$ cat src/rtl/bl_pwm_pkg.sv
package bl_pwm_pkg;
  localparam int PRE_W = 8;
  localparam int CNT_W = 16;

  localparam logic [7:0] ADDR_PRE      = 8'hA0;
  localparam logic [7:0] ADDR_SCALE_LO = 8'hA1;
  localparam logic [7:0] ADDR_SCALE_HI = 8'hA2;
  localparam logic [7:0] ADDR_DUTY_LO  = 8'hA3;
  localparam logic [7:0] ADDR_DUTY_HI  = 8'hA4;
  localparam logic [7:0] ADDR_CTRL     = 8'hA5;
  localparam logic [7:0] ADDR_MUX      = 8'h10;

  localparam int CTRL_EN_BIT  = 1;
  localparam int CTRL_INV_BIT = 0;

  localparam logic [1:0] MUX_SPECIAL = 2'b10;

  typedef struct packed {
    logic [PRE_W-1:0] pre;
    logic [CNT_W-1:0] scale;
    logic [CNT_W-1:0] duty;
  } bl_timing_t;
endpackage

$ cat src/rtl/bl_pwm_regs.sv
module bl_pwm_regs
  import bl_pwm_pkg::*;
#(
  parameter int NPINS = 4
) (
  input  logic               clk,
  input  logic               rst_n,
  input  logic               we,
  input  logic [7:0]         addr,
  input  logic [7:0]         wdata,
  output bl_timing_t         shadow,
  output logic               en,
  output logic               inv,
  output logic [2*NPINS-1:0] mux
);
  localparam int MUX_W = 2 * NPINS;

  always_ff @(posedge clk or negedge rst_n) begin
    if (!rst_n) begin
      shadow <= '0;
      en     <= 1'b0;
      inv    <= 1'b0;
      mux    <= '0;
    end else if (we) begin
      case (addr)
        ADDR_PRE:      shadow.pre         <= wdata[PRE_W-1:0];
        ADDR_SCALE_LO: shadow.scale[7:0]  <= wdata;
        ADDR_SCALE_HI: shadow.scale[15:8] <= wdata;
        ADDR_DUTY_LO:  shadow.duty[7:0]   <= wdata;
        ADDR_DUTY_HI:  shadow.duty[15:8]  <= wdata;
        ADDR_CTRL: begin
          en  <= wdata[CTRL_EN_BIT];
          inv <= wdata[CTRL_INV_BIT];
        end
        ADDR_MUX:      mux <= wdata[MUX_W-1:0];
        default: ;
      endcase
    end
  end
endmodule

$ cat src/rtl/bl_pwm_core.sv
module bl_pwm_core
  import bl_pwm_pkg::*;
(
  input  logic             clk,
  input  logic             rst_n,
  input  logic             en,
  input  logic             inv,
  input  bl_timing_t       shadow,
  output bl_timing_t       act,
  output logic [CNT_W-1:0] step,
  output logic [PRE_W-1:0] phase,
  output logic             period_end,
  output logic             pwm
);
  logic [PRE_W-1:0] pre_eff;
  logic             last_phase;
  logic             high;

  always_comb begin
    pre_eff    = (act.pre == '0) ? PRE_W'(1) : act.pre;
    last_phase = (phase == pre_eff - PRE_W'(1));
    period_end = (step == act.scale);
    high       = (act.duty >= act.scale) || (step < act.duty);
    pwm        = en ? (high ^ inv) : inv;
  end

  always_ff @(posedge clk or negedge rst_n) begin
    if (!rst_n) begin
      act   <= '0;
      step  <= '0;
      phase <= '0;
    end else if (!en || period_end) begin
      act   <= shadow;
      step  <= '0;
      phase <= '0;
    end else if (last_phase) begin
      phase <= '0;
      step  <= step + CNT_W'(1);
    end else begin
      phase <= phase + PRE_W'(1);
    end
  end
endmodule

$ cat src/rtl/bl_pwm_pinmux.sv
module bl_pwm_pinmux
  import bl_pwm_pkg::*;
#(
  parameter int NPINS   = 4,
  parameter int PWM_PIN = 3
) (
  input  logic [2*NPINS-1:0] mux,
  input  logic               pwm,
  input  logic [NPINS-1:0]   gpio_val,
  output logic [NPINS-1:0]   pins
);
  for (genvar i = 0; i < NPINS; i++) begin : g_pin
    if (i == PWM_PIN) begin : g_pwm
      assign pins[i] = (mux[2*i+1:2*i] == MUX_SPECIAL) ? pwm : gpio_val[i];
    end else begin : g_gpio
      assign pins[i] = gpio_val[i];
    end
  end
endmodule

$ cat src/rtl/bl_pwm_top.sv
module bl_pwm_top
  import bl_pwm_pkg::*;
#(
  parameter int NPINS   = 4,
  parameter int PWM_PIN = 3
) (
  input  logic             clk,
  input  logic             rst_n,
  input  logic             reg_we,
  input  logic [7:0]       reg_addr,
  input  logic [7:0]       reg_wdata,
  input  logic [NPINS-1:0] gpio_val,
  output logic [NPINS-1:0] pin_out
);
  localparam int MUX_W = 2 * NPINS;

  bl_timing_t       shadow;
  bl_timing_t       act;
  logic             ctrl_en;
  logic             ctrl_inv;
  logic [MUX_W-1:0] mux_sel;
  logic [CNT_W-1:0] step;
  logic [PRE_W-1:0] phase;
  logic             period_end;
  logic             pwm;

  bl_pwm_regs #(.NPINS(NPINS)) u_regs (
    .clk(clk), .rst_n(rst_n), .we(reg_we), .addr(reg_addr), .wdata(reg_wdata),
    .shadow(shadow), .en(ctrl_en), .inv(ctrl_inv), .mux(mux_sel)
  );

  bl_pwm_core u_core (
    .clk(clk), .rst_n(rst_n), .en(ctrl_en), .inv(ctrl_inv), .shadow(shadow),
    .act(act), .step(step), .phase(phase), .period_end(period_end), .pwm(pwm)
  );

  bl_pwm_pinmux #(.NPINS(NPINS), .PWM_PIN(PWM_PIN)) u_mux (
    .mux(mux_sel), .pwm(pwm), .gpio_val(gpio_val), .pins(pin_out)
  );
endmodule

$ cat config.mk
export PLATFORM = sky130hd
export DESIGN_NAME = bl_pwm_top
export DESIGN_NICKNAME = d
export VERILOG_FILES = /design/src/rtl/bl_pwm_pkg.sv /design/src/rtl/bl_pwm_regs.sv /design/src/rtl/bl_pwm_core.sv /design/src/rtl/bl_pwm_pinmux.sv /design/src/rtl/bl_pwm_top.sv
export SDC_FILE = /design/constraint.sdc
export NUM_CORES = 1
export LEC_CHECK = 0
export ABC_CLOCK_PERIOD_IN_PS = 3200
export BUFFER_PORTS_ARGS = -buffer_cell sky130_fd_sc_hd__buf_2
export CORE_ASPECT_RATIO = 1.1
export CORE_MARGIN = 2
export CORE_UTILIZATION = 56
export CTS_CLUSTER_SIZE = 24
export DETAILED_ROUTE_END_ITERATION = 8
export PLACE_DENSITY_LB_ADDON = 0.2
export SLEW_MARGIN = 20
export SYNTH_ARGS = -nofsm -noshare
export SYNTH_HDL_FRONTEND = slang
export SYNTH_SLANG_ARGS = --single-unit
$ cat constraint.sdc
create_clock -name clk -period 3.2 [get_ports clk]
set_input_delay 0.16 -clock clk [delete_from_list [all_inputs] [get_ports clk]]
set_output_delay 0.16 -clock clk [all_outputs]
set_load 0.1 [all_outputs]
==> flow_metrics.env, run 1 <==
export IMPL_nets=646
export IMPL_dpl_hpwl_um=8870
export IMPL_rsz0062_at_grt="yes"
export IMPL_yosysTopAreaCell="dfrtp_1"
export IMPL_timing_fmax_ghz=0.319
export IMPL_wl_met2_um=5940
export IMPL_antenna_cells=0
export IMPL_cts_sinks=108
export IMPL_dpl_instance_area_um2=6060
export IMPL_gp_congestion=0.832
export IMPL_async_flop_share=1.00
export IMPL_ios=27
export IMPL_final_min_clock_period_ns=3.14
export IMPL_fin_skew_ns=0.0119
export IMPL_synth_nets=623
export IMPL_grt_overflow=0
export IMPL_cp_max_fo=19
export IMPL_r2r_start="u_core.act[37]"
export IMPL_power_uw=2840
export IMPL_clk_pin_slew_worst_paths_ns=0.11
export IMPL_yosysSeqAreaShare=0.467
export IMPL_grt_usage=0.241
export IMPL_synth_edf_count=0
export IMPL_cts_tree="built"
export IMPL_cts_buffers=9
export IMPL_setup_viol=0
export IMPL_rows=38
export IMPL_ys_ff_latch=108
export IMPL_vias=4272
export IMPL_status="complete, no violations"
export IMPL_maxUsedRoutingLayer="met4"
export IMPL_tightest_slew_ns=1.29
export IMPL_fillCellCount=790
export IMPL_max_clock_path_buffers=2
export IMPL_vias_per_cell=5.98
export IMPL_synth_area_top_cells="dfrtp_1 47%, mux2_2 13%, ha_1 7.3%"
export IMPL_fp_dieH_um=111
export IMPL_clk_latency_ns=0.38
export IMPL_yosysTopAreaCellShare=0.467
export IMPL_hold_start="reg_wdata[0]"
export IMPL_critical_path_class="reg2reg"
export IMPL_critPathLaunchType="flip-flop"
export IMPL_max_cap_viol_count=0
export IMPL_critPathArrivalTime_ns=3.41
export IMPL_synthFlopType="dfrtp_1"
export IMPL_wl_per_cell_um=17.6
export IMPL_leakagePower_uw=0.00296
export IMPL_coreArea_um2=9980
export IMPL_cts_root_buf="clkbuf_8"
export IMPL_synth_distinct_cells=51
export IMPL_first_iter_violations=223
export IMPL_hold_path_class="in2reg"
export IMPL_slew_headroom=0.141
export IMPL_initial_core_util=0.580
export IMPL_synthCells=566
export IMPL_die_w_um=101
export IMPL_antenna_left=0
export IMPL_cts_max_level=3
export IMPL_drt_met1_wl_um=5630
export IMPL_routed_wl_um=12500
export IMPL_firstDrtPassIters=6
export IMPL_wl_met3_um=658
export IMPL_hold_viol=0
export IMPL_vdd_ir_drop_max_mv=0.328
export IMPL_postSynthAreaPerCell_um2=10.2
export IMPL_drive_above_1_share=0.231
export IMPL_io_buffers=20
export IMPL_required_ns=3.47
export IMPL_antenna_found_initial=0
export IMPL_pwr_density_cell_nw_per_um2=441
export IMPL_min_period_over_period=0.980
export IMPL_design_area_um2=6440
export IMPL_end_kind="flip-flop"
export IMPL_yosys_warnings=0
export IMPL_finalMaxSlewViolations=0
export IMPL_startpoint="u_core.act[37]"
export IMPL_grt_pass1_vias=4252
export IMPL_grt_pass1_wl_um=21100
export IMPL_die_area_um2=11200
export IMPL_syn_to_final_growth_pct=11.2
export IMPL_grt_max_degree=64
export IMPL_syn_cell_area_um2=5790
export IMPL_drcViolationCount=0
## logic make-up (layout without fill, tap and decap cells)
group	after synthesis	count (layout)	share of synthesized area
simple gates	171	171	0.150
xor+xnor	26	26	0.0393
fa+ha+maj	34	34	0.0735
flops	108	108	0.467
compound gates	84	84	0.0873
buf+inv	78	106	0.0560
mux	65	65	0.126
## where the power goes
group / internal (uW) / switching (uW)
combinational: 199 / 314
sequential: 1420 / 37.8
clock: 390 / 482
## synthesized netlist by cell type (2+ instances only)
| cell | n |
|---|---|
| or4_1 | 2 |
| a21oi_1 | 13 |
| nor3_1 | 8 |
| nor4_1 | 10 |
| buf_4 | 4 |
| ha_1 | 34 |
| a2111o_1 | 2 |
| xor2_1 | 6 |
| nor2_1 | 50 |
| a31oi_1 | 3 |
| nand3_1 | 14 |
| clkbuf_1 | 17 |
| xnor2_1 | 20 |
| a21o_1 | 6 |
| inv_1 | 54 |
| o21ai_0 | 44 |
| nand4_1 | 17 |
| dfrtp_1 | 108 |
| buf_6 | 2 |
| nor4_2 | 3 |
| nor2b_1 | 3 |
| o41ai_1 | 2 |
| and3_1 | 4 |
| a211oi_1 | 3 |
| or3_1 | 3 |
| nand2_1 | 42 |
| mux2_2 | 65 |
| nand2b_1 | 4 |
## per-layer routing
layer,vias up,GRT usage
li1,2012,-
met1,2117,0.340
met2,119,0.372
met3,24,0.0525
met4,0,0.0784
met5,-,0
## registers in the layout (all words and copies together), names as in the netlist
name           count
u_regs.en          1
u_regs.mux         2
u_core.phase       8
u_core.step       16
u_regs.shadow     40
u_regs.inv         1
u_core.act        40
## per-stage QoR
step | setup slack [ns] | util | std cells | hold WS, ns | setup TNS (ns)
finish | 0.0631 | 0.645 | 714 | 0.103 | 0
global route | -0.0614 | 0.645 | 714 | 0.0873 | -0.320
CTS | 0.00575 | 0.631 | 712 | 0.0965 | 0
detailed placement | -0.0124 | 0.607 | 695 | 0.227 | -0.0124
global placement | 0.0854 | 0.607 | 695 | 0.218 | 0
floorplan | 0.0757 | - | 566 | -0.136 | 0
## repair_timing
item,in CTS,in global routing
hold endpoints to repair,47,0
resized for setup,3,21
setup endpoints to repair,8,15
hold buffers,1,0
pin swaps,0,2
setup buffers,0,2
## final cells by class
type | count | area [um^2] | area share
clock buffer | 10 | 138 | 0.0214
clock inverter | 6 | 71.3 | 0.0111
inverter | 54 | 203 | 0.0315
multi-input combinational | 380 | 2900 | 0.450
sequential | 108 | 2700 | 0.420
tap | 120 | 150 | 0.0233
timing repair buffer | 36 | 275 | 0.0428
## layout by cell type (no fill, tap or decap), types with 4 or more instances in the layout
master | synthesis | layout
nand2_1 | 42 | 42
mux2_2 | 65 | 60
nand4_1 | 17 | 17
and3_1 | 4 | 4
buf_4 | 4 | 12
mux2_4 | 0 | 5
nand2b_1 | 4 | 4
xor2_1 | 6 | 6
dfrtp_1 | 108 | 108
nor4_2 | 3 | 5
buf_12 | 0 | 4
ha_1 | 34 | 34
inv_1 | 54 | 54
clkbuf_8 | 0 | 10
o21ai_0 | 44 | 44
nor2_1 | 50 | 50
xnor2_1 | 20 | 20
nand3_1 | 14 | 14
nor4_4 | 1 | 6
a21oi_1 | 13 | 12
nor3_1 | 8 | 8
buf_2 | 1 | 19
a21o_1 | 6 | 6
## worst max-delay path, stage by stage (launching register included)
cell and delay (ns):
dfrtp_1 0.43, nor4_4 0.31, a21oi_2 0.09, ha_1 0.31
a22oi_2 0.17, o221ai_2 0.11, a311o_1 0.34, a2111o_1 0.40
buf_12 0.18, nor4_2 0.31, mux2_2 0.37
## final timing paths
check	endpoint	slack, ns	cells after the start
worst max-delay path	u_core.step[10]	0.06	10
worst min-delay path	u_regs.inv	0.10	3
worst max register to register	u_core.step[10]	0.06	10
worst min register to register	u_core.act[6]	0.49	2
max in group asynchronous	u_core.act[18]	2.12	3
min in group asynchronous	u_core.step[1]	0.35	2
Power figures use the tool's default switching activity.
==> inputs of run 2 (changes only) <==
Settings changed: BUFFER_PORTS_ARGS -buffer_cell sky130_fd_sc_hd__buf_2 to not set, CORE_UTILIZATION 56 to 58, DONT_BUFFER_PORTS set to 1, SETUP_SLACK_MARGIN set to 0.2.
==> flow_metrics.env, run 2 (synthesis results as in run 1) <==
export IMPL_slew_headroom=0.439
export IMPL_leakagePower_uw=0.00295
export IMPL_cts_max_level=3
export IMPL_fp_dieH_um=109
export IMPL_grt_pass1_wl_um=20400
export IMPL_setup_viol=0
export IMPL_rows=38
export IMPL_largestRegisters="u_core.act: 40 flops, u_regs.shadow: 40 flops, u_core.step: 16 flops"
export IMPL_crit_chain="nor4_4 -> a21oi_2 -> ha_1 -> a22oi_2 -> o221ai_2 -> a311o_1 -> a2111o_1 -> clkbuf_16 -> nor4_4 -> mux2_4"
export IMPL_vias=4224
export IMPL_max_cap_viol_count=0
export IMPL_required_ns=3.46
export IMPL_nets=635
export IMPL_hold_start="reg_addr[6]"
export IMPL_min_period_over_period=0.997
export IMPL_final_cells=703
export IMPL_antenna_found_initial=0
export IMPL_status="complete, no violations"
export IMPL_max_stage_delay_ns=0.54
export IMPL_syn_to_final_growth_pct=13.0
export IMPL_initial_core_util=0.591
export IMPL_drcViolationCount=0
export IMPL_firstDrtPassIters=4
export IMPL_finalMaxSlewViolations=0
export IMPL_drive_above_1_share=0.218
export IMPL_fillCellCount=752
export IMPL_antenna_cells=0
export IMPL_hold_path_class="in2reg"
export IMPL_timing_fmax_ghz=0.313
export IMPL_vdd_ir_drop_max_mv=0.254
export IMPL_tightest_slew_ns=0.840
export IMPL_end_kind="flip-flop"
export IMPL_cts_sinks=108
export IMPL_grt_overflow=0
export IMPL_grt_usage=0.243
export IMPL_antenna_left=0
export IMPL_vias_per_cell=6.01
export IMPL_path_buf_inv=1
export IMPL_power_uw=2880
export IMPL_grt_pass1_vias=4124
export IMPL_clk_latency_ns=0.37
export IMPL_ios=27
export IMPL_utilization=0.668
export IMPL_cp_max_fo=4
export IMPL_critical_path_class="reg2reg"
export IMPL_grt_max_degree=109
export IMPL_clk_pin_slew_worst_paths_ns=0.11
export IMPL_cts_tree="built"
export IMPL_critPathLaunchType="flip-flop"
export IMPL_gp_congestion=0.829
export IMPL_final_cell_mix="107 x dfrtp_1, 55 x mux2_2, 54 x inv_1, 48 x nor2_1, 43 x o21ai_0"
export IMPL_final_min_clock_period_ns=3.19
export IMPL_layout_commonest_cell="dfrtp_1"
export IMPL_io_buffers=0
export IMPL_critical_path_top_delay_family="compound AO/OA/AOI/OAI gates"
export IMPL_cts_buffers=9
export IMPL_fin_skew_ns=0.0186
export IMPL_r2r_start="u_core.act[36]"
export IMPL_die_area_um2=10800
export IMPL_wl_per_cell_um=18.3
export IMPL_design_area_um2=6540
export IMPL_routed_wl_um=12800
export IMPL_die_w_um=99.2
export IMPL_dpl_hpwl_um=8540
export IMPL_path_common_cell="nor4_4"
export IMPL_cts_root_buf="clkbuf_8"
export IMPL_critPathArrivalTime_ns=3.45
export IMPL_first_iter_violations=206
export IMPL_coreArea_um2=9790
export IMPL_dpl_instance_area_um2=5940
export IMPL_placed_cells=672
export IMPL_pwr_density_cell_nw_per_um2=440
export IMPL_max_clock_path_buffers=2
export IMPL_startpoint="u_core.act[36]"
export IMPL_rsz0062_at_grt="yes"
export IMPL_slowest_stage="a2111o_1"
export IMPL_hold_viol=0
run 2: cell types whose count changed in the layout (fill, tap and decap cells not counted), moves of 5 or more:
cell | before | now
mux2_2 | 60 | 55
mux2_4 | 5 | 10
dlygate4sd3_1 | 1 | 9
buf_2 | 19 | 0
run 2: worst paths after layout:
kind	end	slack (ns)	cells past startpoint
max in group asynchronous	u_regs.shadow[4]	2.40	2
min	u_regs.mux[7]	0.09	2
min in group asynchronous	u_core.step[3]	0.39	2
max	u_core.step[13]	0.01	10
min reg2reg	u_core.act[4]	0.49	2
max reg2reg	u_core.step[13]	0.01	10
run 2: what timing repair did:
item                                    CTS  global route
buffers inserted                          2             1
resized for setup                        13            29
pin swaps                                 0            16
endpoints found under the setup margin   15            24
cloned                                    0             2
hold buffers                             10             0
hold endpoints to repair                152             0
run 2: per-layer routing:
layer | vias to the layer above | routed length, um | global-route usage | share of wire
met3 | 17 | 487 | 0.0353 | 0.038
li1 | 1994 | - | - | -
met2 | 83 | 6510 | 0.416 | 0.51
met1 | 2130 | 5660 | 0.326 | 0.44
met4 | 0 | 175 | 0.0665 | 0.014
met5 | - | 0 | 0 | 0
run 2: area by class of cell:
cell class	count	area, um^2	area share
sequential	108	2700	0.413
multi-input combinational	380	3010	0.460
tap	120	150	0.0230
inverter	54	203	0.0310
timing repair buffer	25	290	0.0444
clock buffer	10	128	0.0195
clock inverter	6	56.3	0.00861
run 2: where the power goes:
group	internal (uW)	switching (uW)	total [uW]
Clock	301	495	796
Sequential	1420	39.5	1460
Combinational	267	358	625
run 2: per-stage QoR:
step / hold WS, ns / TNS (ns) / setup WS (ns)
global route: 0.0917 / -0.289 / -0.0541
CTS: 0.0737 / 0 / 0.0946
global placement: -0.130 / 0 / 0.149
finish: 0.0857 / 0 / 0.00999
floorplan: -0.136 / 0 / 0.202
detailed placement: -0.130 / 0 / 0.0497
==> inputs of run 3 (changes only) <==
Settings changed: ABC_AREA set to 1, ABC_CLOCK_PERIOD_IN_PS 3200 to 2600.
Clock period 3.2 ns to 2.6 ns, I/O delays scaled along.
==> flow_metrics.env, run 3 <==
export IMPL_dpl_hpwl_um=8920
export IMPL_yosysSeqAreaShare=0.458
export IMPL_fin_skew_ns=0.0123
export IMPL_use_met2=0.377
export IMPL_synthFlopType="dfrtp_1"
export IMPL_rows=38
export IMPL_min_period_over_period=0.918
export IMPL_io_buffers=0
export IMPL_synth_edf_count=0
export IMPL_grt_pass1_vias=4244
export IMPL_cts_root_buf="clkbuf_8"
export IMPL_grt_overflow=0
export IMPL_utilization=0.656
export IMPL_leakagePower_uw=0.00316
export IMPL_synth_nets=786
export IMPL_critPathLaunchType="flip-flop"
export IMPL_slew_headroom=0.610
export IMPL_startpoint="u_core.step[15]"
export IMPL_grt_use_met1=0.361
export IMPL_antenna_left=0
export IMPL_fin_ws_ns=0.212
export IMPL_ff2ff_setup_slack_ns=0.22
export IMPL_cts_max_level=3
export IMPL_hold_viol=108
export IMPL_yosysTopAreaCellShare=0.458
export IMPL_ys_ff_latch=108
export IMPL_synth_distinct_cells=28
export IMPL_violations="hold timing"
export IMPL_timing_fmax_ghz=0.419
export IMPL_max_cap_viol_count=0
export IMPL_clk_pin_slew_worst_paths_ns=0.11
export IMPL_max_clock_path_buffers=2
export IMPL_status="finished with violations"
export IMPL_largestRegisters="u_core.act: 40 flops, u_regs.shadow: 40 flops, u_core.step: 16 flops"
export IMPL_critical_path_class="reg2out"
export IMPL_max_stage_delay_ns=0.47
export IMPL_synth_most_common_cell="nand2_1"
export IMPL_initial_core_util=0.596
export IMPL_drive_above_1_share=0.123
export IMPL_grt_busiest_layer="met2"
export IMPL_synthCells=729
export IMPL_required_ns=2.47
export IMPL_tns_ns=0
export IMPL_critPathArrivalTime_ns=2.26
export IMPL_vdd_ir_drop_max_mv=0.356
export IMPL_end_kind="output port"
export IMPL_antenna_cells=0
export IMPL_vias_per_cell=5.47
export IMPL_grtUsageMet3=0.0362
export IMPL_worstSetupEndpoint="pin_out[3]"
export IMPL_slowest_stage="dfrtp_2"
export IMPL_async_flop_share=1.00
export IMPL_drcViolationCount=0
export IMPL_tightest_slew_ns=0.583
export IMPL_grt_max_degree=109
export IMPL_grt_pass1_wl_um=21100
export IMPL_postSynthAreaPerCell_um2=8.09
export IMPL_fillCellCount=819
export IMPL_coreArea_um2=9890
export IMPL_pwr_density_cell_nw_per_um2=564
export IMPL_gp_congestion=0.818
export IMPL_r2r_end="u_core.phase[0]"
export IMPL_dp_slack_ns=0.0886
export IMPL_firstDrtPassIters=5
export IMPL_yosys_top_cells_count="196 x nand2_1, 108 x dfrtp_1, 95 x inv_1"
export IMPL_setup_viol=0
export IMPL_antenna_found_initial=0
export IMPL_path_common_cell="nand2_1"
export IMPL_hold_path_class="in2async"
export IMPL_syn_cell_area_um2=5900
export IMPL_whs_ns=-0.560
export IMPL_synth_area_top_cells="dfrtp_1 46%, nand2_1 12%, o21ai_0 7.5%"
export IMPL_nets=797
export IMPL_finalMaxSlewViolations=0
export IMPL_syn_to_final_growth_pct=10.1
export IMPL_r2r_start="u_core.act[34]"
export IMPL_cts_tree="built"
export IMPL_vias=4729
export IMPL_fp_dieH_um=110
export IMPL_cp_max_fo=4
export IMPL_wl_per_cell_um=14.8
export IMPL_die_area_um2=11000
export IMPL_rsz0062_at_grt="yes"
export IMPL_final_cell_mix="193 x nand2_1, 105 x dfrtp_1, 87 x o21ai_0, 86 x inv_1, 33 x nand3_1"
export IMPL_yosysTopAreaCell="dfrtp_1"
export IMPL_final_min_clock_period_ns=2.39
export IMPL_crit_chain="ha_1 -> nand2_1 -> inv_1 -> nand3_1 -> inv_1 -> a21oi_1 -> nand2_1 -> nand2_2 -> nand2_1 -> nand2_1 -> nand3_2 -> nand2_2 -> buf_12"
export IMPL_routed_wl_um=12800
export IMPL_cts_buffers=9
export IMPL_first_iter_violations=295
export IMPL_grt_usage=0.245
export IMPL_ios=27
export IMPL_clk_latency_ns=0.38
export IMPL_layout_commonest_cell="nand2_1"
export IMPL_cts_sinks=108
export IMPL_rr_worst_depth=17
export IMPL_die_w_um=100
export IMPL_yosys_warnings=0
[run 3: cell types whose count changed in the layout (fill, tap and decap cells not counted), moves of 10 or more]
cell	delta
mux2_2	-55
nand2_1	+151
xor2_1	+18
mux2_4	-10
nor4_4	-10
o21ai_0	+44
nor2_1	-24
xnor2_1	-13
nand4_1	+15
inv_2	+16
inv_1	+32
nand3_1	+19
[run 3: power by group]
part	switching (uW)	internal (uW)
logic	523	365
clock network	601	386
registers	42.4	1740
total	1170	2490
[run 3: how the worst min path moves through the flow]
| stage | start | end | slack, ns |
|---|---|---|---|
| detailed placement | rst_n | u_core.phase[2] | -0.16 |
| finish | rst_n | u_core.act[35] | -0.56 |
| CTS | rst_n | u_core.step[9] | -0.57 |
| global route | rst_n | u_core.step[6] | -0.58 |
| global placement | rst_n | u_core.phase[3] | -0.16 |
| floorplan | rst_n | u_core.act[0] | -0.17 |
[run 3: worst max-delay path: cells and delay by family, from the launching register on]
kind,cells,cell delay [ns]
flops,1,0.47
fa+ha+maj,1,0.31
compound gates,1,0.16
buf+inv,3,0.26
simple gates,8,0.66
[run 3: stage by stage]
step | area (um^2) | instances | total power [uW] | hold WS, ns
2_1_floorplan | 5900 | 729 | 2340 | -0.166
6_report | 6490 | 865 | 3660 | -0.560
3_5_place_dp | 5950 | 829 | 2430 | -0.163
4_1_cts | 6280 | 853 | 3550 | -0.573
5_1_grt | 6490 | 865 | 3840 | -0.585
3_3_place_gp | 5950 | 829 | 2410 | -0.163
[run 3: layout make-up]
type | instances | area, um^2 | share of cell area
inverter | 102 | 383 | 0.0590
timing repair buffer | 23 | 229 | 0.0353
clock buffer | 11 | 141 | 0.0218
multi-input combinational | 496 | 2840 | 0.438
tap | 120 | 150 | 0.0231
clock inverter | 5 | 41.3 | 0.00636
sequential | 108 | 2710 | 0.417
[run 3: logic make-up (layout without fill, tap and decap cells)]
kind of cell    count (synthesis)  count (layout)  share of synthesized area
simple gates                  322             324                      0.242
xor+xnor                       32              32                     0.0475
flops                         108             108                      0.458
compound gates                106             106                     0.0927
fa+ha+maj                      34              34                     0.0722
buf+inv                       127             141                     0.0872
[run 3: per-layer routing]
metal | vias to the layer above | wire length (um)
met3 | 13 | 418
met2 | 98 | 6130
met5 | - | 0
li1 | 2373 | -
met1 | 2245 | 6090
met4 | 0 | 192
[run 3: what timing repair did]
action,4_1_cts,5_1_grt
setup buffers,7,10
endpoints found under the setup margin,25,25
hold endpoints to repair,108,108
resized for setup,15,32
pin swaps,4,18
cloned,1,2
